File: src/rtl/mserial_pkg.sv
package mserial_pkg;
  localparam int unsigned IDX_W = 4;

  localparam logic [IDX_W-1:0] RG_DATA  = 4'h0;
  localparam logic [IDX_W-1:0] RG_IEN   = 4'h1;
  localparam logic [IDX_W-1:0] RG_IID   = 4'h2;
  localparam logic [IDX_W-1:0] RG_LCTL  = 4'h3;
  localparam logic [IDX_W-1:0] RG_MCTL  = 4'h4;
  localparam logic [IDX_W-1:0] RG_LSTAT = 4'h5;
  localparam logic [IDX_W-1:0] RG_MSTAT = 4'h6;
  localparam logic [IDX_W-1:0] RG_SCR   = 4'h7;
  localparam logic [IDX_W-1:0] RG_XCTL  = 4'h8;
  localparam logic [IDX_W-1:0] RG_XSTAT = 4'h9;
  localparam logic [IDX_W-1:0] RG_BAUD  = 4'hA;

  typedef enum logic [1:0] {PH_IDLE, PH_START, PH_DATA, PH_STOP} frame_ph_e;
endpackage

File: src/rtl/ms_fifo.sv
module ms_fifo #(
  parameter int W     = 8,
  parameter int DEPTH = 8
) (
  input  logic                         clk,
  input  logic                         rst,
  input  logic                         clr,
  input  logic                         push,
  input  logic                         pop,
  input  logic [W-1:0]                 wdata,
  output logic [W-1:0]                 rdata,
  output logic                         empty,
  output logic                         full,
  output logic [$clog2(DEPTH+1)-1:0]   count
);
  localparam int AW = (DEPTH > 1) ? $clog2(DEPTH) : 1;
  localparam int CW = $clog2(DEPTH+1);

  logic [W-1:0]  mem [DEPTH];
  logic [AW-1:0] wp, rp;
  logic          do_push, do_pop;

  assign empty   = (count == '0);
  assign full    = (count == CW'(DEPTH));
  assign do_push = push && !full && !clr;
  assign do_pop  = pop && !empty && !clr;
  assign rdata   = mem[rp];

  always_ff @(posedge clk) begin
    if (do_push) mem[wp] <= wdata;
  end

  always_ff @(posedge clk) begin
    if (rst || clr) begin
      wp    <= '0;
      rp    <= '0;
      count <= '0;
    end else begin
      if (do_push) wp <= (wp == AW'(DEPTH-1)) ? '0 : wp + 1'b1;
      if (do_pop)  rp <= (rp == AW'(DEPTH-1)) ? '0 : rp + 1'b1;
      case ({do_push, do_pop})
        2'b10:   count <= count + 1'b1;
        2'b01:   count <= count - 1'b1;
        default: count <= count;
      endcase
    end
  end
endmodule

File: src/rtl/ms_tx.sv
module ms_tx
  import mserial_pkg::*;
#(
  parameter int DW  = 8,
  parameter int OSR = 8
) (
  input  logic          clk,
  input  logic          rst,
  input  logic          en,
  input  logic          tick,
  input  logic          wl8,
  input  logic          fifo_empty,
  input  logic [DW-1:0] fifo_data,
  output logic          fifo_pop,
  output logic          txd,
  output logic          busy
);
  localparam int SW = (OSR > 1) ? $clog2(OSR) : 1;
  localparam int BW = $clog2(DW+1);
  localparam logic [SW-1:0] LAST = SW'(OSR-1);

  frame_ph_e     ph;
  logic [SW-1:0] sub;
  logic [BW-1:0] bitn, nbits;
  logic [DW-1:0] sh;

  assign nbits    = wl8 ? BW'(DW) : BW'(DW-1);
  assign fifo_pop = en && tick && (ph == PH_IDLE) && !fifo_empty;
  assign busy     = (ph != PH_IDLE);

  always_ff @(posedge clk) begin
    if (rst) begin
      ph   <= PH_IDLE;
      txd  <= 1'b1;
      sub  <= '0;
      bitn <= '0;
      sh   <= '0;
    end else if (en && tick) begin
      case (ph)
        PH_IDLE: if (!fifo_empty) begin
          ph  <= PH_START;
          txd <= 1'b0;
          sh  <= fifo_data;
          sub <= '0;
        end
        PH_START: if (sub == LAST) begin
          ph   <= PH_DATA;
          txd  <= sh[0];
          sh   <= sh >> 1;
          bitn <= '0;
          sub  <= '0;
        end else sub <= sub + 1'b1;
        PH_DATA: if (sub == LAST) begin
          sub <= '0;
          if (bitn == nbits - 1'b1) begin
            ph  <= PH_STOP;
            txd <= 1'b1;
          end else begin
            txd  <= sh[0];
            sh   <= sh >> 1;
            bitn <= bitn + 1'b1;
          end
        end else sub <= sub + 1'b1;
        default: if (sub == LAST) begin
          ph  <= PH_IDLE;
          sub <= '0;
        end else sub <= sub + 1'b1;
      endcase
    end
  end
endmodule

File: src/rtl/ms_rx.sv
module ms_rx
  import mserial_pkg::*;
#(
  parameter int DW  = 8,
  parameter int OSR = 8
) (
  input  logic          clk,
  input  logic          rst,
  input  logic          en,
  input  logic          tick,
  input  logic          wl8,
  input  logic          rxd,
  output logic          push,
  output logic [DW-1:0] pdata
);
  localparam int SW = (OSR > 1) ? $clog2(OSR) : 1;
  localparam int BW = $clog2(DW+1);
  localparam logic [SW-1:0] LAST = SW'(OSR-1);
  localparam logic [SW-1:0] MID  = SW'(OSR/2 - 1);

  frame_ph_e     ph;
  logic [SW-1:0] sub;
  logic [BW-1:0] bitn, nbits;
  logic [DW-1:0] sh;

  assign nbits = wl8 ? BW'(DW) : BW'(DW-1);

  always_ff @(posedge clk) begin
    if (rst) begin
      ph    <= PH_IDLE;
      sub   <= '0;
      bitn  <= '0;
      sh    <= '0;
      push  <= 1'b0;
      pdata <= '0;
    end else begin
      push <= 1'b0;
      if (en && tick) begin
        case (ph)
          PH_IDLE: if (!rxd) begin
            ph  <= PH_START;
            sub <= '0;
          end
          PH_START: if (sub == MID) begin
            sub  <= '0;
            bitn <= '0;
            ph   <= rxd ? PH_IDLE : PH_DATA;
          end else sub <= sub + 1'b1;
          PH_DATA: if (sub == LAST) begin
            sub <= '0;
            sh  <= {rxd, sh[DW-1:1]};
            if (bitn == nbits - 1'b1) ph <= PH_STOP;
            else bitn <= bitn + 1'b1;
          end else sub <= sub + 1'b1;
          default: if (sub == LAST) begin
            sub   <= '0;
            ph    <= PH_IDLE;
            push  <= 1'b1;
            pdata <= wl8 ? sh : {1'b0, sh[DW-1:1]};
          end else sub <= sub + 1'b1;
        endcase
      end
    end
  end
endmodule

File: src/rtl/mini_serial_port.sv
module mini_serial_port
  import mserial_pkg::*;
#(
  parameter int          DEPTH     = 8,
  parameter int          DW        = 8,
  parameter int          OSR       = 8,
  parameter int          DIV_W     = 16,
  parameter logic [15:0] BAUD_INIT = 16'd1
) (
  input  logic        clk,
  input  logic        rst,
  input  logic [5:0]  bus_addr,
  input  logic        bus_wr,
  input  logic        bus_rd,
  input  logic [15:0] bus_wdata,
  output logic [15:0] bus_rdata,
  output logic        irq,
  output logic        txd,
  input  logic        rxd,
  output logic        rts_out,
  input  logic        cts_in
);
  localparam int CW = $clog2(DEPTH+1);

  logic [IDX_W-1:0] idx;
  logic [1:0]       addr_lsb_unused;
  assign idx             = bus_addr[5:2];
  assign addr_lsb_unused = bus_addr[1:0];

  // Control and status state
  logic [3:0]       ier_q;
  logic [1:0]       lcr_q;
  logic [7:0]       scr_q;
  logic [1:0]       xctl_q;
  logic [DIV_W-1:0] div_q;
  logic             ovr_q;
  logic [1:0]       rxd_sync, cts_sync;

  // Oversampling tick
  logic [DIV_W-1:0] bcnt;
  logic             tick;
  assign tick = ({1'b0, bcnt} + 1'b1) >= {1'b0, div_q};

  always_ff @(posedge clk) begin
    if (rst || tick) bcnt <= '0;
    else             bcnt <= bcnt + 1'b1;
  end

  // FIFOs and engines
  logic          tx_push, tx_pop, tx_clr, tx_empty, tx_full, tx_busy;
  logic [DW-1:0] tx_head;
  logic [CW-1:0] tx_cnt_unused;
  logic          rx_push, rx_pop, rx_clr, rx_empty, rx_full, ovf_evt;
  logic [DW-1:0] rx_head, rx_byte;
  logic [CW-1:0] rx_count;
  logic          tx_en, rx_en, wl8;

  assign tx_en   = xctl_q[1];
  assign rx_en   = xctl_q[0];
  assign wl8     = lcr_q[0];
  assign tx_push = bus_wr && (idx == RG_DATA);
  assign tx_clr  = bus_wr && (idx == RG_IID) && bus_wdata[1];
  assign rx_clr  = bus_wr && (idx == RG_IID) && bus_wdata[2];
  assign rx_pop  = bus_rd && (idx == RG_DATA);
  assign ovf_evt = rx_push && rx_full && !rx_clr;

  ms_fifo #(.W(DW), .DEPTH(DEPTH)) u_txq (
    .clk(clk), .rst(rst), .clr(tx_clr), .push(tx_push), .pop(tx_pop),
    .wdata(bus_wdata[DW-1:0]), .rdata(tx_head), .empty(tx_empty),
    .full(tx_full), .count(tx_cnt_unused));

  ms_fifo #(.W(DW), .DEPTH(DEPTH)) u_rxq (
    .clk(clk), .rst(rst), .clr(rx_clr), .push(rx_push), .pop(rx_pop),
    .wdata(rx_byte), .rdata(rx_head), .empty(rx_empty),
    .full(rx_full), .count(rx_count));

  ms_tx #(.DW(DW), .OSR(OSR)) u_tx (
    .clk(clk), .rst(rst), .en(tx_en), .tick(tick), .wl8(wl8),
    .fifo_empty(tx_empty), .fifo_data(tx_head), .fifo_pop(tx_pop),
    .txd(txd), .busy(tx_busy));

  ms_rx #(.DW(DW), .OSR(OSR)) u_rx (
    .clk(clk), .rst(rst), .en(rx_en), .tick(tick), .wl8(wl8),
    .rxd(rxd_sync[1]), .push(rx_push), .pdata(rx_byte));

  // Interrupt sources: receive has priority
  logic src_rx, src_tx, pend;
  assign src_rx = ier_q[0] && !rx_empty;
  assign src_tx = ier_q[1] && tx_empty && !src_rx;
  assign pend   = src_rx || src_tx;

  // Register writes and misc state
  always_ff @(posedge clk) begin
    if (rst) begin
      ier_q    <= '0;
      lcr_q    <= 2'b11;
      rts_out  <= 1'b0;
      scr_q    <= '0;
      xctl_q   <= 2'b11;
      div_q    <= DIV_W'(BAUD_INIT);
      ovr_q    <= 1'b0;
      irq      <= 1'b0;
      rxd_sync <= 2'b11;
      cts_sync <= 2'b00;
    end else begin
      rxd_sync <= {rxd_sync[0], rxd};
      cts_sync <= {cts_sync[0], cts_in};
      irq      <= (ier_q[3:2] == 2'b11) && pend;
      if (ovf_evt) ovr_q <= 1'b1;
      else if (bus_rd && idx == RG_LSTAT) ovr_q <= 1'b0;
      if (bus_wr) begin
        case (idx)
          RG_IEN:  ier_q   <= bus_wdata[3:0];
          RG_LCTL: lcr_q   <= bus_wdata[1:0];
          RG_MCTL: rts_out <= bus_wdata[1];
          RG_SCR:  scr_q   <= bus_wdata[7:0];
          RG_XCTL: xctl_q  <= bus_wdata[1:0];
          RG_BAUD: div_q   <= bus_wdata[DIV_W-1:0];
          default: ;
        endcase
      end
    end
  end

  // Read path
  logic [15:0] rd_mux;
  logic        tx_space, tx_idle;
  assign tx_space = !tx_full;
  assign tx_idle  = tx_empty && !tx_busy;

  always_comb begin
    rd_mux = '0;
    case (idx)
      RG_DATA:  rd_mux[DW-1:0] = rx_empty ? '0 : rx_head;
      RG_IEN:   rd_mux[3:0]    = ier_q;
      RG_IID:   rd_mux[2:0]    = {src_rx, src_tx, !pend};
      RG_LCTL:  rd_mux[1:0]    = lcr_q;
      RG_MCTL:  rd_mux[1]      = rts_out;
      RG_LSTAT: begin
        rd_mux[0] = !rx_empty;
        rd_mux[1] = ovr_q;
        rd_mux[5] = tx_space;
        rd_mux[6] = tx_idle;
      end
      RG_MSTAT: rd_mux[5]      = cts_sync[1];
      RG_SCR:   rd_mux[7:0]    = scr_q;
      RG_XCTL:  rd_mux[1:0]    = xctl_q;
      RG_XSTAT: rd_mux[1:0]    = {tx_space, !rx_empty};
      RG_BAUD:  rd_mux[DIV_W-1:0] = div_q;
      default:  rd_mux = '0;
    endcase
  end

  always_ff @(posedge clk) begin
    if (rst)         bus_rdata <= '0;
    else if (bus_rd) bus_rdata <= rd_mux;
  end
endmodule

File: config.mk
export PLATFORM = sky130hd
export DESIGN_NAME = mini_serial_port
export DESIGN_NICKNAME = d
export VERILOG_FILES = /design/src/rtl/mserial_pkg.sv /design/src/rtl/ms_fifo.sv /design/src/rtl/ms_tx.sv /design/src/rtl/ms_rx.sv /design/src/rtl/mini_serial_port.sv
export SDC_FILE = /design/constraint.sdc
export NUM_CORES = 1
export LEC_CHECK = 0
export CAP_MARGIN = 20
export CELL_PAD_IN_SITES_DETAIL_PLACEMENT = 1
export CELL_PAD_IN_SITES_GLOBAL_PLACEMENT = 1
export CORE_MARGIN = 5
export CORE_UTILIZATION = 51
export DETAILED_ROUTE_END_ITERATION = 10
export DONT_BUFFER_PORTS = 1
export GPL_TIMING_DRIVEN = 0
export MAX_ROUTING_LAYER = met4
export PLACE_DENSITY = 0.87
export RECOVER_POWER = 50
export SLEW_MARGIN = 20
export SYNTH_ARGS = -nofsm -noshare
export SYNTH_HDL_FRONTEND = slang
export SYNTH_SLANG_ARGS = --single-unit
export TNS_END_PERCENT = 100
File: constraint.sdc
create_clock -name clk -period 4.6 [get_ports clk]
set_input_delay 1.38 -clock clk [delete_from_list [all_inputs] [get_ports clk]]
set_output_delay 1.38 -clock clk [all_outputs]
set_load 0.02 [all_outputs]
==> run_results.csv <==
group,metric,value,unit
outcome,status,"finished, final reports clean",
floorplan,die_w,162,um
sta,min_period_over_period,94.1,%
yosys,ys_warn_count,0,
sta,relSlewSlack,4.66,%
clock_tree,clk_pin_slew,0.06,ns
critical_path,end_kind,"flip-flop",
finish,num-nets-final,1149,
sta,rsz0062_at_grt,"false",
power_and_ir_drop,p_sw,1.72,mW
critical_path,r2r_setup_slack,0.27,ns
floorplan,rows,55,
min_path,hold_class,"reg2reg",
sta,final-hold-violation-count,0,
route,viasPerCell,6.20,
yosys,ys_seq_area_share,56.3,%
route,totalWireLength,33100,um
sta,fmax,231,MHz
route,firstDrtPassIters,5,
finish,finalNonFillerCells,1415,
yosys,synth_common_cells,"dfxtp_1 (141), edfxtp_1 (128), nand2_1 (109), a21oi_1 (89)",
yosys,syn_area,11800,sq um
critical_path,cpMostUsedCell,"a21oi_1",
yosys,async_flop_share,0,%
critical_path,start_kind,"flip-flop",
floorplan,io_pins,47,
global_route,grt-ovfl-total,0,
yosys,synth_top_area_share,32.5,%
power_and_ir_drop,swShare,28.6,%
yosys,syn-instance-count,1044,
critical_path,cpPeakStageDelay,0.41,ns
power_and_ir_drop,ir_worst_vdd,345,uV
clock_tree,cts_max_level,1,
sta,fin_ws,0.272,ns
global_route,grt_pass1_vias,9403,
sta,hold_slack,0.428,ns
clock_tree,cts_buffer_depth,3,
critical_path,crit_buf_inv,1,
critical_path,slowest_stage,"dfxtp_1",
power_and_ir_drop,pwr-share-clk,39.7,%
route,detail-route-antenna-nets,0,
sta,tns,0,ns
critical_path,rr_endpoint,"u_txq.count[2]$_SDFFE_PP0P_",
yosys,synth.largest_area_cell,"edfxtp_1",
critical_path,worstSetupEndpoint,"u_txq.count[2]$_SDFFE_PP0P_",
global_route,grt_usage,25.5,%
global_route,antenna_found_initial,1,
power_and_ir_drop,p_int,4.30,mW
yosys,synth_fp_nets,1115,
clock_tree,cts-root-buf,"clkbuf_16",
placed_design,dpl_worst_slack,-0.407,ns
yosys,yosysMostFrequentCell,"dfxtp_1",
sta,fin_crit,4.33,ns
yosys,ys.flop_type,"dfxtp_1",
yosys,synth_edf_count,128,
finish,syn_to_final_growth,12.3,%
yosys,ys_ff_latch,269,
critical_path,crit_cells,18,
clock_tree,cts_made_buffers,29,
power_and_ir_drop,powerDensity,453,nW/um^2
critical_path,worstPathRequired,5.07,ns
clock_tree,clk-insertion-delay-late,0.55,ns
placed_design,io_buffers,0,
power_and_ir_drop,leakage,4.62,nW
global_route,grt_max_degree,20,
yosys,syn_avg_cell_area,11.3,sq um
finish,utilization,58.3,%
run,max-cap-violations,0,
sta,fin_worst_skew,0.0163,ns
yosys,synth_area_leaders,"edfxtp_1 (32%), dfxtp_1 (24%), mux4_2 (6.1%)",
power_and_ir_drop,power,6.02,mW
placed_design,dp_hpwl,23100,um
clock_tree,cts_sinks,269,
route,wl_per_cell,23.4,um
placed_design,placed_area,12300,sq um
critical_path,cp_cell_sequence,"and4_1, and3_1, nand2_1, xnor2_1, ha_1, and2_0, a221o_1, a21oi_1, o211a_2, buf_4, nor2_2, ha_2, xor2_1, ha_1, a21oi_1, xor2_1, or3_1, a21oi_1",
finish,drive_gt1_share,11.6,%
critical_path,crit_fanout,19,
sta,slew_violations,0,
route,vias,8775,
critical_path,cpLargestDelayFamily,"compound AO/OA/AOI/OAI gates",
floorplan,dieArea,26400,sq um
floorplan,start_util,52.0,%
critical_path,crit_path_start,"bcnt[3]$_SDFF_PP0_",
critical_path,arrival,4.79,ns
finish,fill_cells,2362,
global_route,grt_pass1_wl,51500,um
placed_design,place_congestion,0.865,
critical_path,reg2reg_depth,18,
power_and_ir_drop,seqPwrFrac,43.9,%
critical_path,rr_startpoint,"bcnt[3]$_SDFF_PP0_",
placed_design,placed_cells,1361,
route,drc,0,
yosys,yosysUniqueCellTypes,65,
floorplan,core_area,22800,sq um
sta,setup_viol,0,
sta,tightestPinTransition,1.42,ns
finish,final_area,13300,sq um
critical_path,critical_path_class,"reg2reg",
power_and_ir_drop,comb_power_share,16.4,%
clock_tree,cts_tree,"built",
floorplan,die_h,162,um
route,drt_iter0_markers,702,
## sequential cells by signal, summed over array words and instances (netlist names), 3 cells and up, named ones only
register,count
u_rxq.mem,64
u_txq.mem,64
bcnt,16
bus_rdata,16
div_q,16
scr_q,8
u_rx.pdata,8
u_rx.sh,8
u_tx.sh,8
ier_q,4
u_rx.bitn,4
u_rxq.count,4
u_tx.bitn,4
u_txq.count,4
u_rx.sub,3
u_rxq.rp,3
u_rxq.wp,3
u_tx.sub,3
u_txq.rp,3
u_txq.wp,3
## logic make-up (layout without fill, tap and decap cells)
kind of cell    after synthesis  after routing  synth area share (%)
compound gates              183            183                  9.21
fa+ha+maj                    43             43                  4.61
buf+inv                      96            153                  3.21
other cells                   0              1                     0
mux                          76             76                  9.98
xor+xnor                     23             23                  1.70
flops                       269            269                  56.3
simple gates                354            354                  15.0
## how the worst min path moves through the flow
stage	slack (ns)	startpoint	depth (start not counted)	endpoint
after floorplan	0.39	rxd_sync[0]$_SDFF_PP1_	1	rxd_sync[1]$_SDFF_PP1_
after global placement	0.39	rxd_sync[0]$_SDFF_PP1_	1	rxd_sync[1]$_SDFF_PP1_
after detailed placement	0.42	rxd_sync[0]$_SDFF_PP1_	1	rxd_sync[1]$_SDFF_PP1_
after CTS	0.43	rxd_sync[0]$_SDFF_PP1_	1	rxd_sync[1]$_SDFF_PP1_
after global routing	0.44	rxd_sync[0]$_SDFF_PP1_	1	rxd_sync[1]$_SDFF_PP1_
final	0.43	rxd_sync[0]$_SDFF_PP1_	1	rxd_sync[1]$_SDFF_PP1_
## final cells by class
class	count	area (sq um)	share of cell area, %
buffer	60	245	1.85
antenna	1	2.50	0.0188
sequential	269	6670	50.2
clock inverter	18	186	1.40
tap	313	392	2.95
inverter	35	131	0.989
clock buffer	36	803	6.05
multi-input combinational	679	4840	36.4
timing repair buffer	4	20.0	0.151
## repair_timing
action,CTS,global route
hold buffers,0,0
hold endpoints to repair,0,0
setup buffers,0,0
resized for setup,1,5
gates cloned,0,0
endpoints found under the setup margin,3,2
## power groups by stage
stage          combinational (mW)  sequential, mW  clock [mW]
3_3_place_gp                0.895            2.68           0
5_1_grt                      1.06            2.65        2.52
4_1_cts                     0.966            2.64        2.42
2_1_floorplan               0.657            2.66           0
6_report                    0.989            2.64        2.39
3_5_place_dp                0.950            2.69           0
## cell usage in the layout (no fill, tap or decap), types with 34 or more instances in the layout
cell and count:
ha_1 41, nor3_1 34, dfxtp_1 140, a21oi_1 89
o21ai_0 39, clkbuf_1 53, nor2_1 47, edfxtp_1 128
nand2_1 109, nand3_1 49, inv_1 35
## per-layer routing
layer  vias up  global-route usage, %  share of wire (%)
met5         -                      -                  0
met4         0                   9.61                4.1
met3        96                   4.83                6.7
met2       327                   43.8                 50
met1      4414                   29.9                 39
li1       3938                      -                  -
(Power assumes the default switching activity.)
